==> src/rtl/tod_pkg.sv <==
package tod_pkg;

    localparam int NS_W       = 44;
    localparam int FRAC_W     = 29;
    localparam int INC_W      = 32;
    localparam int BUS_W      = 32;
    localparam int ADDR_W     = 4;
    localparam int LOW_W      = 4;
    localparam int MAIN_W     = 32;
    localparam int TOP_W      = NS_W - LOW_W - MAIN_W;
    localparam int TOP_LANE   = 8;
    localparam int ACC_W      = NS_W + FRAC_W;
    localparam int MAIN_LSB   = LOW_W;
    localparam int TOP_LSB    = LOW_W + MAIN_W;
    localparam logic [INC_W-1:0] INC_DEFAULT = 32'h8000_0000;

    typedef enum logic [1:0] {
        SEL_LOW  = 2'd0,
        SEL_MAIN = 2'd1,
        SEL_TOP  = 2'd2,
        SEL_STEP = 2'd3
    } reg_sel_e;

    typedef struct packed {
        logic [NS_W-1:0]   ns;
        logic [FRAC_W-1:0] frac;
    } tod_t;

    typedef struct packed {
        logic ld_low;
        logic ld_main;
        logic ld_top;
    } tod_load_t;

    function automatic reg_sel_e addr_to_sel(input logic [ADDR_W-1:0] a);
        return reg_sel_e'(a[3:2]);
    endfunction

endpackage

==> src/rtl/tod_accum.sv <==
module tod_accum
    import tod_pkg::*;
(
    input  logic             clk,
    input  logic             rst,
    input  logic [INC_W-1:0] step,
    input  tod_load_t        load,
    input  logic [BUS_W-1:0] wdata,
    output tod_t             cur
);

    logic [ACC_W-1:0] sum;
    tod_t             nxt;
    logic             any_ld;

    assign any_ld = load.ld_low | load.ld_main | load.ld_top;
    assign sum    = cur + ACC_W'(step);

    always_comb begin
        if (any_ld) begin
            nxt      = cur;
            nxt.frac = '0;
            if (load.ld_low)
                nxt.ns[LOW_W-1:0] = wdata[LOW_W-1:0];
            if (load.ld_main)
                nxt.ns[TOP_LSB-1:MAIN_LSB] = wdata[MAIN_W-1:0];
            if (load.ld_top)
                nxt.ns[NS_W-1:TOP_LSB] = wdata[TOP_LANE+TOP_W-1:TOP_LANE];
        end else begin
            nxt = tod_t'(sum);
        end
    end

    always_ff @(posedge clk) begin
        if (rst) cur <= '0;
        else     cur <= nxt;
    end

    logic unused_wdata;
    assign unused_wdata = ^{wdata[BUS_W-1:TOP_LANE+TOP_W], wdata[TOP_LANE-1:LOW_W]};

    AST_FREEZE_HOLDS: assert property (@(posedge clk) disable iff (rst)
        (step == '0 && !any_ld) |=> $stable(cur));

    AST_TOP_LANE: assert property (@(posedge clk) disable iff (rst)
        load.ld_top |=> cur.ns[NS_W-1:TOP_LSB] == $past(wdata[TOP_LANE+TOP_W-1:TOP_LANE]));

    AST_FRAC_CLEARED: assert property (@(posedge clk) disable iff (rst)
        any_ld |=> cur.frac == '0);

    AST_LOW_LOAD_ONLY: assert property (@(posedge clk) disable iff (rst)
        (load.ld_low && !load.ld_main && !load.ld_top)
        |=> cur.ns[NS_W-1:LOW_W] == $past(cur.ns[NS_W-1:LOW_W]));

endmodule

==> src/rtl/tod_regs.sv <==
module tod_regs
    import tod_pkg::*;
(
    input  logic              clk,
    input  logic              rst,
    input  logic [ADDR_W-1:0] addr,
    input  logic              wr,
    input  logic [BUS_W-1:0]  wdata,
    input  logic              rd,
    input  logic [NS_W-1:0]   ns_live,
    output logic [INC_W-1:0]  step,
    output tod_load_t         load,
    output logic [BUS_W-1:0]  rdata
);

    reg_sel_e          sel;
    logic [MAIN_W-1:0] shadow_q;
    logic              shadow_vld;
    logic [MAIN_W-1:0] main_live;
    logic [BUS_W-1:0]  rd_mux;

    assign sel       = addr_to_sel(addr);
    assign main_live = ns_live[TOP_LSB-1:MAIN_LSB];

    assign load.ld_low  = wr && (sel == SEL_LOW);
    assign load.ld_main = wr && (sel == SEL_MAIN);
    assign load.ld_top  = wr && (sel == SEL_TOP);

    always_comb begin
        unique case (sel)
            SEL_LOW:  rd_mux = BUS_W'(ns_live[LOW_W-1:0]);
            SEL_MAIN: rd_mux = shadow_vld ? shadow_q : main_live;
            SEL_TOP:  rd_mux = BUS_W'(ns_live[NS_W-1:TOP_LSB]);
            default:  rd_mux = step;
        endcase
    end

    always_ff @(posedge clk) begin
        if (rst) begin
            step       <= INC_DEFAULT;
            shadow_q   <= '0;
            shadow_vld <= 1'b0;
            rdata      <= '0;
        end else begin
            if (wr && sel == SEL_STEP)
                step <= wdata;
            if (rd) begin
                rdata <= rd_mux;
                if (sel == SEL_TOP) begin
                    shadow_q   <= main_live;
                    shadow_vld <= 1'b1;
                end else if (sel == SEL_MAIN) begin
                    shadow_vld <= 1'b0;
                end
            end
        end
    end

    logic unused_addr;
    assign unused_addr = ^addr[1:0];

    AST_STEP_RESET: assert property (@(posedge clk) disable iff (rst)
        $past(rst) |-> step == INC_DEFAULT);

    AST_SHADOW_CAPTURE: assert property (@(posedge clk) disable iff (rst)
        (rd && sel == SEL_TOP) |=> (shadow_vld && shadow_q == $past(main_live)));

    AST_RDATA_HOLDS: assert property (@(posedge clk) disable iff (rst)
        !rd |=> $stable(rdata));

endmodule

==> src/rtl/tod_counter.sv <==
module tod_counter
    import tod_pkg::*;
(
    input  logic              clk,
    input  logic              rst,
    input  logic [ADDR_W-1:0] bus_addr,
    input  logic              bus_wr,
    input  logic [BUS_W-1:0]  bus_wdata,
    input  logic              bus_rd,
    output logic [BUS_W-1:0]  bus_rdata
);

    logic [INC_W-1:0] step;
    tod_load_t        load;
    tod_t             cur;

    tod_regs u_regs (
        .clk     (clk),
        .rst     (rst),
        .addr    (bus_addr),
        .wr      (bus_wr),
        .wdata   (bus_wdata),
        .rd      (bus_rd),
        .ns_live (cur.ns),
        .step    (step),
        .load    (load),
        .rdata   (bus_rdata)
    );

    tod_accum u_accum (
        .clk   (clk),
        .rst   (rst),
        .step  (step),
        .load  (load),
        .wdata (bus_wdata),
        .cur   (cur)
    );

    AST_ONE_LOAD: assert property (@(posedge clk) disable iff (rst)
        $countones({load.ld_low, load.ld_main, load.ld_top}) <= 1);

endmodule

==> config.mk <==
export PLATFORM = sky130hd
export DESIGN_NAME = tod_counter
export DESIGN_NICKNAME = d
export VERILOG_FILES = /design/src/rtl/tod_pkg.sv /design/src/rtl/tod_accum.sv /design/src/rtl/tod_regs.sv /design/src/rtl/tod_counter.sv
export SDC_FILE = /design/constraint.sdc
export NUM_CORES = 1
export LEC_CHECK = 0
export ABC_AREA = 1
export BUFFER_PORTS_ARGS = -buffer_cell sky130_fd_sc_hd__clkbuf_2
export CORE_MARGIN = 2
export CORE_UTILIZATION = 56
export CTS_CLUSTER_SIZE = 28
export DETAILED_ROUTE_END_ITERATION = 7
export PLACE_DENSITY = 0.77
export SLEW_MARGIN = 0
export SYNTH_ARGS = -nofsm -noshare
export SYNTH_HDL_FRONTEND = slang
export SYNTH_SLANG_ARGS = --single-unit
==> constraint.sdc <==
create_clock -name clk -period 2.1 [get_ports clk]
set_input_delay 0.105 -clock clk [delete_from_list [all_inputs] [get_ports clk]]
set_output_delay 0.105 -clock clk [all_outputs]
set_load 0.02 [all_outputs]
==> run metrics, run 1 <==
Slew @ Worst Pin 578 ps; Worst Skew between 10 and 15 ps; initial antenna violation count 0; Final WS setup -37.7 ps; 1st-pass router iterations 5; count leader, synth nand2_1; Final Critical Period 2140 ps; Area Growth Syn to Fin 32.3%; Placed Cells 2240; largest cells by area after synthesis dfxtp_1 (30%), nand2_1 (17%), inv_1 (8.6%); layout cells sized above 1 0.274; Cell Pwr Density 577 nW/um^2; syn_area_per_cell 6.09 um^2; Syn Nets 1925; Cells after Synth 1847; Final setup viols 5; status finished, violations left; critical-path maximum fanout 3; worst hold stages 3; Routed Antenna Nets 0; Yosys top cell by area dfxtp_1; post-place setup slack -113 ps; Die Span X ~150 um; Fin. Hold Viols 2; worst hold path startpoint bus_wdata[20]; post-synthesis sequential area ratio 0.302; Final Routed Wirelength 43.2 mm; Clock Path Buffers 2; GPL Wtd Cong 1.06; vias in the first global route 11507; first-pass GRT wire length a little over 60 mm; number of placement rows 51; clock root buffer clkbuf_16; WHS -3.56 ps; WS Path Type reg2reg; Slew Limit Fails 0; leakage power total 6.79 nW; depth of the CTS H-tree 4; Ports 72; Worst Path Arrival 2480 ps; pin count of the biggest net entering global routing 79; Initial Util 0.575; Global Route Usage Sum 0.365; I/O Buffers 69; Final Cell Area 14900 um^2; violated checks hold timing, setup timing; final period utilization 1.02; RSZ-0062 raised after global routing true; die area 21300 um^2; # diodes 0; CP cell instances ha_4 > buf_4 > nand2_1 > nand2_1 > inv_1 > nand2_2 > a21oi_2 > nand2_2 > nand2_2 > nand2_4 > buf_4 > buf_4 > xor2_1 > inv_1 > nor2_1; clock-pin transition on the worst setup and hold timing paths 80 ps; clk sink count 170; max_slew headroom 0.615; via count 13240; post-place instance area around 13000 um^2; Yosys cell types 43; final net count roughly 2100; synth cell count leaders nand2_1 (520), inv_1 (258), nor2_1 (184); fin cells around 2300; Yosys top cell area share 0.302; critical path capture point type register; post-DR vias/cell 5.74; f_max 0.468 GHz; required time worst endpoint about 2500 ps; Post-Syn Area 11300 um^2; Post-synth EDFFs 0; slowest stage cell on the critical path dfxtp_1; MaxCap Viol Count 0; CTS tree yes; maximum vdd drop 0.000603 V; R2R depth 15; Core ar. 19600 um^2; share of synthesized registers carrying an async set or reset 0; Detailed Place HPWL around 30 mm; reg2reg setup slack -40 ps; Worst Hold Path EP u_regs.step[20]; global route overflow 0; chip height around 150 um; Tightest Hold Check Type in2reg; WL per Instance 18.7 um; Iter 0 DRT Violations about 1300; # DRC 0; Critical R2R Launch u_accum.cur[11]; clock buffer count from CTS 17; CP max stage delay 370 ps; Worst-Skew Late Latency roughly 450 ps; Yosys reg bits 170; most used flip-flop cell after synthesis dfxtp_1; yosys warns 0; reg2reg end u_accum.cur[20]; crit path launch type register
stage by stage:
step	hold slack, ps	utilization	setup TNS, ps	power [mW]
after floorplan	268	-	0	4.49
after global placement	377	0.650	-263	5.03
after detailed placement	381	0.650	-1480	5.07
after CTS	5.11	0.701	-9.07	8.34
after global routing	28.3	0.760	-1990	8.87
final	-3.56	0.760	-86.0	8.60
power by group:
group	leakage (nW)	internal (mW)	switching [mW]
sequential	1.41	3.42	0.235
combinational	5.09	0.660	0.979
clock	0.295	1.65	1.66
total	6.79	5.73	2.87
cell usage in the layout (no fill, tap or decap), types with 25 or more instances in the layout:
master    netlist  final
a31oi_1        33     33
nand3_1       114     99
dfxtp_1       170    143
buf_4           3    157
o21ai_0       132    130
ha_4            0     31
a21oi_1       111     91
nor2_1        184    150
nor2_2          9     35
nand2_1       520    449
o211ai_1       25     25
nand2_4         3     30
clkbuf_2        5     69
nand2_2        31     74
inv_1         258    250
critical path: cells and delay by family (launching register included):
kind | cells | cell delay (ps)
simple gates | 7 | 590
buf+inv | 5 | 580
flops | 1 | 370
fa+ha+maj | 1 | 220
xor+xnor | 1 | 130
compound gates | 1 | 140
metal layers:
layer | global-route usage | routed length [um] | vias to the layer above
met4 | 0.235 | 3050 | 0
met3 | 0.0455 | 3430 | 157
met2 | 0.587 | 20100 | 736
met1 | 0.463 | 16600 | 6089
li1 | - | - | 6258
met5 | 0 | 0 | -
state kept, by name, indices dropped and copies added, names as in the netlist:
register	cells
u_regs.shadow_vld	1
u_regs.shadow_q	32
u_accum.cur	73
u_regs.rdata	32
u_regs.step	32
area by class of cell:
type                            count  area (um^2)
Multi-Input combinational cell   1316         7590
Clock inverter                     14          176
Timing Repair Buffer              259         1910
Sequential cell                   170         3450
Fill cell                        1496         4690
Clock buffer                       18          439
Tap cell                          265          332
Inverter                          265          995
kinds of logic after synthesis:
| logic type | synth area share |
|---|---|
| simple gates | 0.353 |
| buf+inv | 0.125 |
| compound gates | 0.158 |
| flops | 0.302 |
| fa+ha+maj | 0.0429 |
| xor+xnor | 0.0187 |
worst max path at each step:
stage                               start         endpoint  slack, ps  depth (start not counted)
after floorplan            u_regs.step[0]  u_accum.cur[64]        140                         14
after global placement    u_regs.step[16]  u_accum.cur[41]        -70                         13
after detailed placement   u_regs.step[0]  u_accum.cur[56]       -110                         14
after CTS                 u_regs.step[26]  u_accum.cur[64]         -9                         11
after global routing      u_regs.step[11]  u_accum.cur[42]       -110                         15
final                     u_accum.cur[11]  u_accum.cur[20]        -40                         15
what timing repair did:
item / in CTS / in global routing
gates resized for setup: 29 / 254
buffers inserted: 2 / 12
pin swaps: 5 / 62
hold endpoints to repair: 22 / 0
hold buffers: 22 / 0
endpoints found under the setup margin: 33 / 55
No activity file was read; power rests on OpenSTA's default activity.
==> run 2: changes to the inputs <==
--- a/config.mk
+++ b/config.mk
@@ -8,10 +8,11 @@
 export ABC_AREA = 1
 export BUFFER_PORTS_ARGS = -buffer_cell sky130_fd_sc_hd__clkbuf_2
 export CORE_MARGIN = 2
-export CORE_UTILIZATION = 56
+export CORE_UTILIZATION = 55
 export CTS_CLUSTER_SIZE = 28
 export DETAILED_ROUTE_END_ITERATION = 7
-export PLACE_DENSITY = 0.77
+export PLACE_DENSITY_LB_ADDON = 0.12
+export SKIP_LAST_GASP = 1
 export SLEW_MARGIN = 0
 export SYNTH_ARGS = -nofsm -noshare
 export SYNTH_HDL_FRONTEND = slang
==> run metrics, run 2 (same netlist as run 1, synthesis figures left out) <==
# diodes 0 (unchanged); Worst-Skew Late Latency 450 ps (about the same); clock buffer count from CTS 17 (unchanged); WS Path Type reg2reg (unchanged); pin count of the biggest net entering global routing 111 (was 79); critical-path maximum fanout 3 (unchanged); Detailed Place HPWL 31.2 mm (was 30.1 mm); crit path launch type register (unchanged); met3 GRT Util 0.0481 (was 0.0455); Worst Skew 13.8 ps (was 10.3 ps); clock-pin transition on the worst setup and hold timing paths 70 ps (was 80 ps); required time worst endpoint 2410 ps (was 2450 ps); utilization after layout 0.746 (was 0.760); clock root buffer clkbuf_16 (unchanged); Iter 0 DRT Violations 1376 (was 1324); RSZ-0062 raised after global routing true (unchanged); Final WS setup -37.8 ps (was -37.7 ps); Total Power 8.48 mW (was 8.60 mW); area occupied by multi-input gates 7580 um^2 (was 7590 um^2); final net count 2128 (was 2107); max reg flops 73 (unchanged); CTS tree yes (unchanged); WL per Instance 18.5 um (was 18.7 um); layout cells sized above 1 0.287 (was 0.274); Worst Path Arrival 2450 ps (was 2480 ps); Routed Antenna Nets 0 (unchanged); I/O Buffers 69 (unchanged); 1st-pass router iterations 6 (was 5); critical path capture point type register (unchanged); fin cells 2333 (was 2307); commonest non-fill, non-tap cell in the layout nand2_1 (unchanged); vias in the first global route 11634 (was 11507); Slew Limit Fails 0 (unchanged); register area 3460 um^2 (was 3450 um^2); via count 13101 (was 13240); Placed Cells 2258 (was 2240); leakage power total 6.83 nW (was 6.79 nW); global route overflow 0 (unchanged); CP max stage delay 420 ps (was 370 ps); die area 21600 um^2 (was 21300 um^2); Initial Util 0.558 (was 0.575); CP cell instances ha_4 > fa_2 > buf_6 > nand2_4 > nand3_4 > nand2_2 > nand2_4 > nand2_4 > nand2_8 > nand2_4 > nand2_4 > nand2_2 > nand3_2 > nand2_1 > a21oi_1 (was ha_4 > buf_4 > nand2_1 > nand2_1 > inv_1 > nand2_2 > a21oi_2 > nand2_2 > nand2_2 > nand2_4 > buf_4 > buf_4 > xor2_1 > inv_1 > nor2_1); Final setup viols 2 (was 5); Clock Path Buffers 2 (unchanged); post-place instance area 12900 um^2 (was 12700 um^2); Ports 72 (unchanged); Cell Pwr Density 564 nW/um^2 (was 577 nW/um^2); max_slew headroom 0.669 (was 0.615); Area Growth Syn to Fin 33.7% (was 32.3%); Final Critical Period 2140 ps (about the same); most frequent cells in the layout nand2_1 (443), inv_1 (248), buf_4 (171), nor2_1 (147), dfxtp_1 (133) (was nand2_1 (449), inv_1 (250), buf_4 (157), nor2_1 (150), dfxtp_1 (143)); Final Cell Area 15000 um^2 (was 14900 um^2); gr busiest metal met2 (unchanged); GPL Wtd Cong 0.975 (was 1.06); chip height 147 um (was 146 um); FILL cells 1599 (was 1496); final period utilization 1.02 (about the same); Crit path buffers/inverters 1 (was 5); M1 GR Usage 0.476 (was 0.463); first-pass GRT wire length 62.7 mm (was 60.9 mm); Final Routed Wirelength 43.1 mm (was 43.2 mm); MaxCap Viol Count 0 (unchanged); number of placement rows 52 (was 51); Fin. Hold Viols 0 (was 2); # DRC 0 (unchanged); slowest stage cell on the critical path fa_2 (was dfxtp_1); f_max 0.468 GHz (about the same); Core ar. 20200 um^2 (was 19600 um^2); status finished, violations left (unchanged); Largest Register u_accum.cur (unchanged); post-DR vias/cell 5.62 (was 5.74); depth of the CTS H-tree 4 (unchanged); Critical Path Most Common Cell nand2_4; met2 Resource Use GR 0.600 (was 0.587); Global Route Usage Sum 0.375 (was 0.365); initial antenna violation count 0 (unchanged); Slew @ Worst Pin 496 ps (was 578 ps); CP top delay family simple AND/OR/NAND/NOR gates (unchanged); violated checks setup timing (was hold timing, setup timing); maximum vdd drop 0.000584 V (was 0.000603 V); Tightest Hold Check Type in2reg (unchanged); clk sink count 170 (unchanged); Die Span X 147 um (was 146 um)
-- run 2: cell types whose count changed in the layout (fill, tap and decap cells not counted), moves of 6 or more --
cell,delta
buf_4,+14
nand2_1,-6
dfxtp_1,-10
dfxtp_2,+12
dlygate4sd3_1,+9
nand2_2,+9
-- run 2: what timing repair did --
action / in CTS / in global routing
hold buffers: 31 / 0
gates resized for setup: 33 / 261
buffers inserted: 0 / 12
endpoints found under the hold margin: 31 / 0
pin swaps: 3 / 75
setup endpoints to repair: 38 / 54
-- run 2: cell type report --
cell class | instances | share of cell area
Timing Repair Buffer | 280 | 0.139
Inverter | 265 | 0.0661
Tap cell | 270 | 0.0225
Multi-Input combinational cell | 1316 | 0.504
Clock buffer | 18 | 0.0285
Clock inverter | 14 | 0.0101
Sequential cell | 170 | 0.230
-- run 2: layer usage --
metal | wire length (um) | up-vias
li1 | - | 6292
met2 | 19400 | 589
met5 | 0 | -
met3 | 2910 | 135
met4 | 3190 | 0
met1 | 17500 | 6085
-- run 2: power by group --
group          switching, mW  internal [mW]
clock                   1.60           1.59
combinational          0.953          0.686
sequential             0.229           3.43
total                   2.78           5.71
-- run 2: through the flow --
stage               TNS [ps]  hold WS (ps)  worst slack (ps)
floorplan                  0           268               135
CTS                    -57.3          1.28             -23.2
detailed placement     -1410           389              -110
global placement        -293           381             -56.9
global route           -1270          14.6             -95.0
finish                 -62.3          8.67             -37.8
-- run 2: worst paths after layout --
| path | start | endpoint | slack, ps | cells after the start |
|---|---|---|---|---|
| setup / recovery | u_regs.step[0] | u_accum.cur[38] | -40 | 15 |
| setup reg to reg | u_regs.step[0] | u_accum.cur[38] | -40 | 15 |
| hold reg to reg | u_regs.shadow_q[10] | u_regs.shadow_q[10] | 450 | 2 |
| hold / removal | bus_wdata[9] | u_regs.step[9] | 9 | 3 |
-- run 2: worst register-to-register path: stages (launching register included) --
cell     delay (ps)
dfxtp_2         340
ha_4            170
fa_2            420
buf_6           140
nand2_4          70
nand3_4          80
nand2_2         100
nand2_4          70
nand2_4         100
nand2_8          80
nand2_4         100
nand2_4          70
nand2_2          80
nand3_2          60
nand2_1          80
a21oi_1          50
==> run 3: changes to the inputs <==
--- a/config.mk
+++ b/config.mk
@@ -7,8 +7,10 @@
 export LEC_CHECK = 0
 export ABC_AREA = 1
 export BUFFER_PORTS_ARGS = -buffer_cell sky130_fd_sc_hd__clkbuf_2
+export CELL_PAD_IN_SITES_DETAIL_PLACEMENT = 1
+export CELL_PAD_IN_SITES_GLOBAL_PLACEMENT = 2
 export CORE_MARGIN = 2
-export CORE_UTILIZATION = 55
+export CORE_UTILIZATION = 30
 export CTS_CLUSTER_SIZE = 28
 export DETAILED_ROUTE_END_ITERATION = 7
 export PLACE_DENSITY_LB_ADDON = 0.12
==> run metrics, run 3 (same netlist as run 1, synthesis figures left out) <==
status finished, final reports clean (was finished, violations left); Die Span X 198 um (was 147 um); Worst-Skew Late Latency 470 ps (was 450 ps); post-DR vias/cell 5.03 (was 5.62); reg2reg setup slack 30 ps (was -40 ps); Slew Limit Fails 0 (unchanged); CP cell instances ha_4 > nand2_4 > nor2_4 > inv_1 > buf_4 > nor3_4 > nand2_4 > nand2_4 > nand2_2 > nand3_1 > nand3_2 > nand2_1 > a21oi_1 (was ha_4 > fa_2 > buf_6 > nand2_4 > nand3_4 > nand2_2 > nand2_4 > nand2_4 > nand2_8 > nand2_4 > nand2_4 > nand2_2 > nand3_2 > nand2_1 > a21oi_1); Worst Skew 17.6 ps (was 13.8 ps); Tightest Hold Check Type in2reg (unchanged); WP depth 13 (was 15); Routed Antenna Nets 0 (unchanged); Global Route Usage Sum 0.265 (was 0.375); Crit path buffers/inverters 2 (was 1); CTS tree yes (unchanged); crit path launch type register (unchanged); Ports 72 (unchanged); via count 12891 (was 13101); pin count of the biggest net entering global routing 67 (was 111); WS Path Type reg2reg (unchanged); clock-pin transition on the worst setup and hold timing paths 70 ps (about the same); leakage power total 7.21 nW (was 6.83 nW); Detailed Place HPWL 40.5 mm (was 31.2 mm); Core ar. 36800 um^2 (was 20200 um^2); Fin. Hold Viols 0 (unchanged); Final Routed Wirelength 53.0 mm (was 43.1 mm); Initial Util 0.306 (was 0.558); max reg flops 73 (unchanged); WL per Instance 20.7 um (was 18.5 um); Worst Path Arrival 2410 ps (was 2450 ps); clock root buffer clkbuf_16 (unchanged); max_slew headroom 0.651 (was 0.669); CP max stage delay 350 ps (was 420 ps); initial antenna violation count 1 (was 0); commonest non-fill, non-tap cell in the layout nand2_1 (unchanged); global route overflow 0 (unchanged); die area 39100 um^2 (was 21600 um^2); fin cells 2565 (was 2333); vias in the first global route 12671 (was 11634); RSZ-0062 raised after global routing true (unchanged); chip height 198 um (was 147 um); # DRC 0 (unchanged); slowest stage cell on the critical path dfxtp_2 (was fa_2); CP top delay family simple AND/OR/NAND/NOR gates (unchanged); required time worst endpoint 2440 ps (was 2410 ps); layout cells sized above 1 0.332 (was 0.287); MaxCap Viol Count 0 (unchanged); clk sink count 170 (unchanged); TNS Setup 0 ps (was -62.3 ps); critical path capture point type register (unchanged); Final WS setup 26.7 ps (was -37.8 ps); post-place setup slack -211 ps (was -110 ps); Iter 0 DRT Violations 601 (was 1376); Cell Pwr Density 561 nW/um^2 (was 564 nW/um^2); f_max 0.482 GHz (was 0.468 GHz); Slew @ Worst Pin 520 ps (was 496 ps); Clock Path Buffers 2 (unchanged); depth of the CTS H-tree 4 (unchanged); I/O Buffers 69 (unchanged); number of placement rows 70 (was 52); Largest Register u_accum.cur (unchanged); Final setup viols 0 (was 2); clock buffer count from CTS 17 (unchanged); 1st-pass router iterations 4 (was 6); final period utilization 0.987 (was 1.02); first-pass GRT wire length 76.3 mm (was 62.7 mm); Placed Cells 2484 (was 2258); Critical Path Most Common Cell nand2_4 (unchanged); critical-path maximum fanout 4 (was 3); Final Critical Period 2070 ps (was 2140 ps); maximum vdd drop 0.000527 V (was 0.000584 V); Total Power 8.85 mW (was 8.48 mW); Area Growth Syn to Fin 40.3% (was 33.7%); final net count 2161 (was 2128); GPL Wtd Cong 0.979 (was 0.975); worst hold stages 3 (unchanged); utilization after layout 0.429 (was 0.746); R2R depth 13 (was 15); most frequent cells in the layout nand2_1 (420), inv_1 (242), buf_4 (216), nor2_1 (139), o21ai_0 (131) (was nand2_1 (443), inv_1 (248), buf_4 (171), nor2_1 (147), dfxtp_1 (133))
-- run 3: changes by cell type in the layout (fill, tap and decap cells not counted), moves of 9 or more --
cell | before | now
nand2_4 | 27 | 40
dfxtp_1 | 133 | 124
dlygate4sd3_1 | 31 | 17
nand2_2 | 83 | 93
buf_4 | 171 | 216
nand2_1 | 443 | 420
dfxtp_2 | 33 | 44
-- run 3: area by class of cell --
| class | instances | area [um^2] |
|---|---|---|
| clock buffer | 20 | 447 |
| fill | 4728 | 21000 |
| multi-input combinational | 1316 | 7840 |
| sequential | 170 | 3470 |
| tap | 468 | 586 |
| timing repair buffer | 313 | 2310 |
| antenna | 1 | 2.50 |
| clock inverter | 12 | 140 |
| inverter | 265 | 997 |
-- run 3: metal layers --
metal | GRT usage | share of wire
met2 | 0.460 | 0.49
met5 | 0 | 0
met1 | 0.340 | 0.45
met4 | 0.0922 | 0.032
met3 | 0.0315 | 0.028
-- run 3: path summary, 6_finish.rpt --
check | from | endpoint
worst max register to register | u_regs.step[26] | u_accum.cur[62]
worst min register to register | u_regs.shadow_q[10] | u_regs.shadow_q[10]
worst max-delay path | u_regs.step[26] | u_accum.cur[62]
worst min-delay path | bus_wdata[18] | u_regs.step[18]
-- run 3: repair_timing --
action / 4_1_cts / 5_1_grt
setup buffers: 1 / 30
pin swaps: 5 / 111
resized for setup: 75 / 299
hold endpoints to repair: 18 / 1
hold buffers: 16 / 1
setup endpoints to repair: 48 / 53
-- run 3: through the flow --
stage	cell area (um^2)	hold slack, ps
2_1_floorplan	11300	268
3_3_place_gp	13300	402
3_5_place_dp	13300	397
4_1_cts	14500	5.65
5_1_grt	15800	15.7
6_report	15800	5.96
-- run 3: power by group --
group | switching [mW] | internal [mW]
Clock | 1.55 | 1.80
Sequential | 0.215 | 3.43
Combinational | 1.11 | 0.749
Total | 2.88 | 5.98
-- run 3: worst register-to-register path: cells and delay by family, from the launching register on --
kind | cells | cell delay (ps)
flops | 1 | 350
compound gates | 1 | 60
simple gates | 9 | 990
buf+inv | 2 | 240
fa+ha+maj | 1 | 310
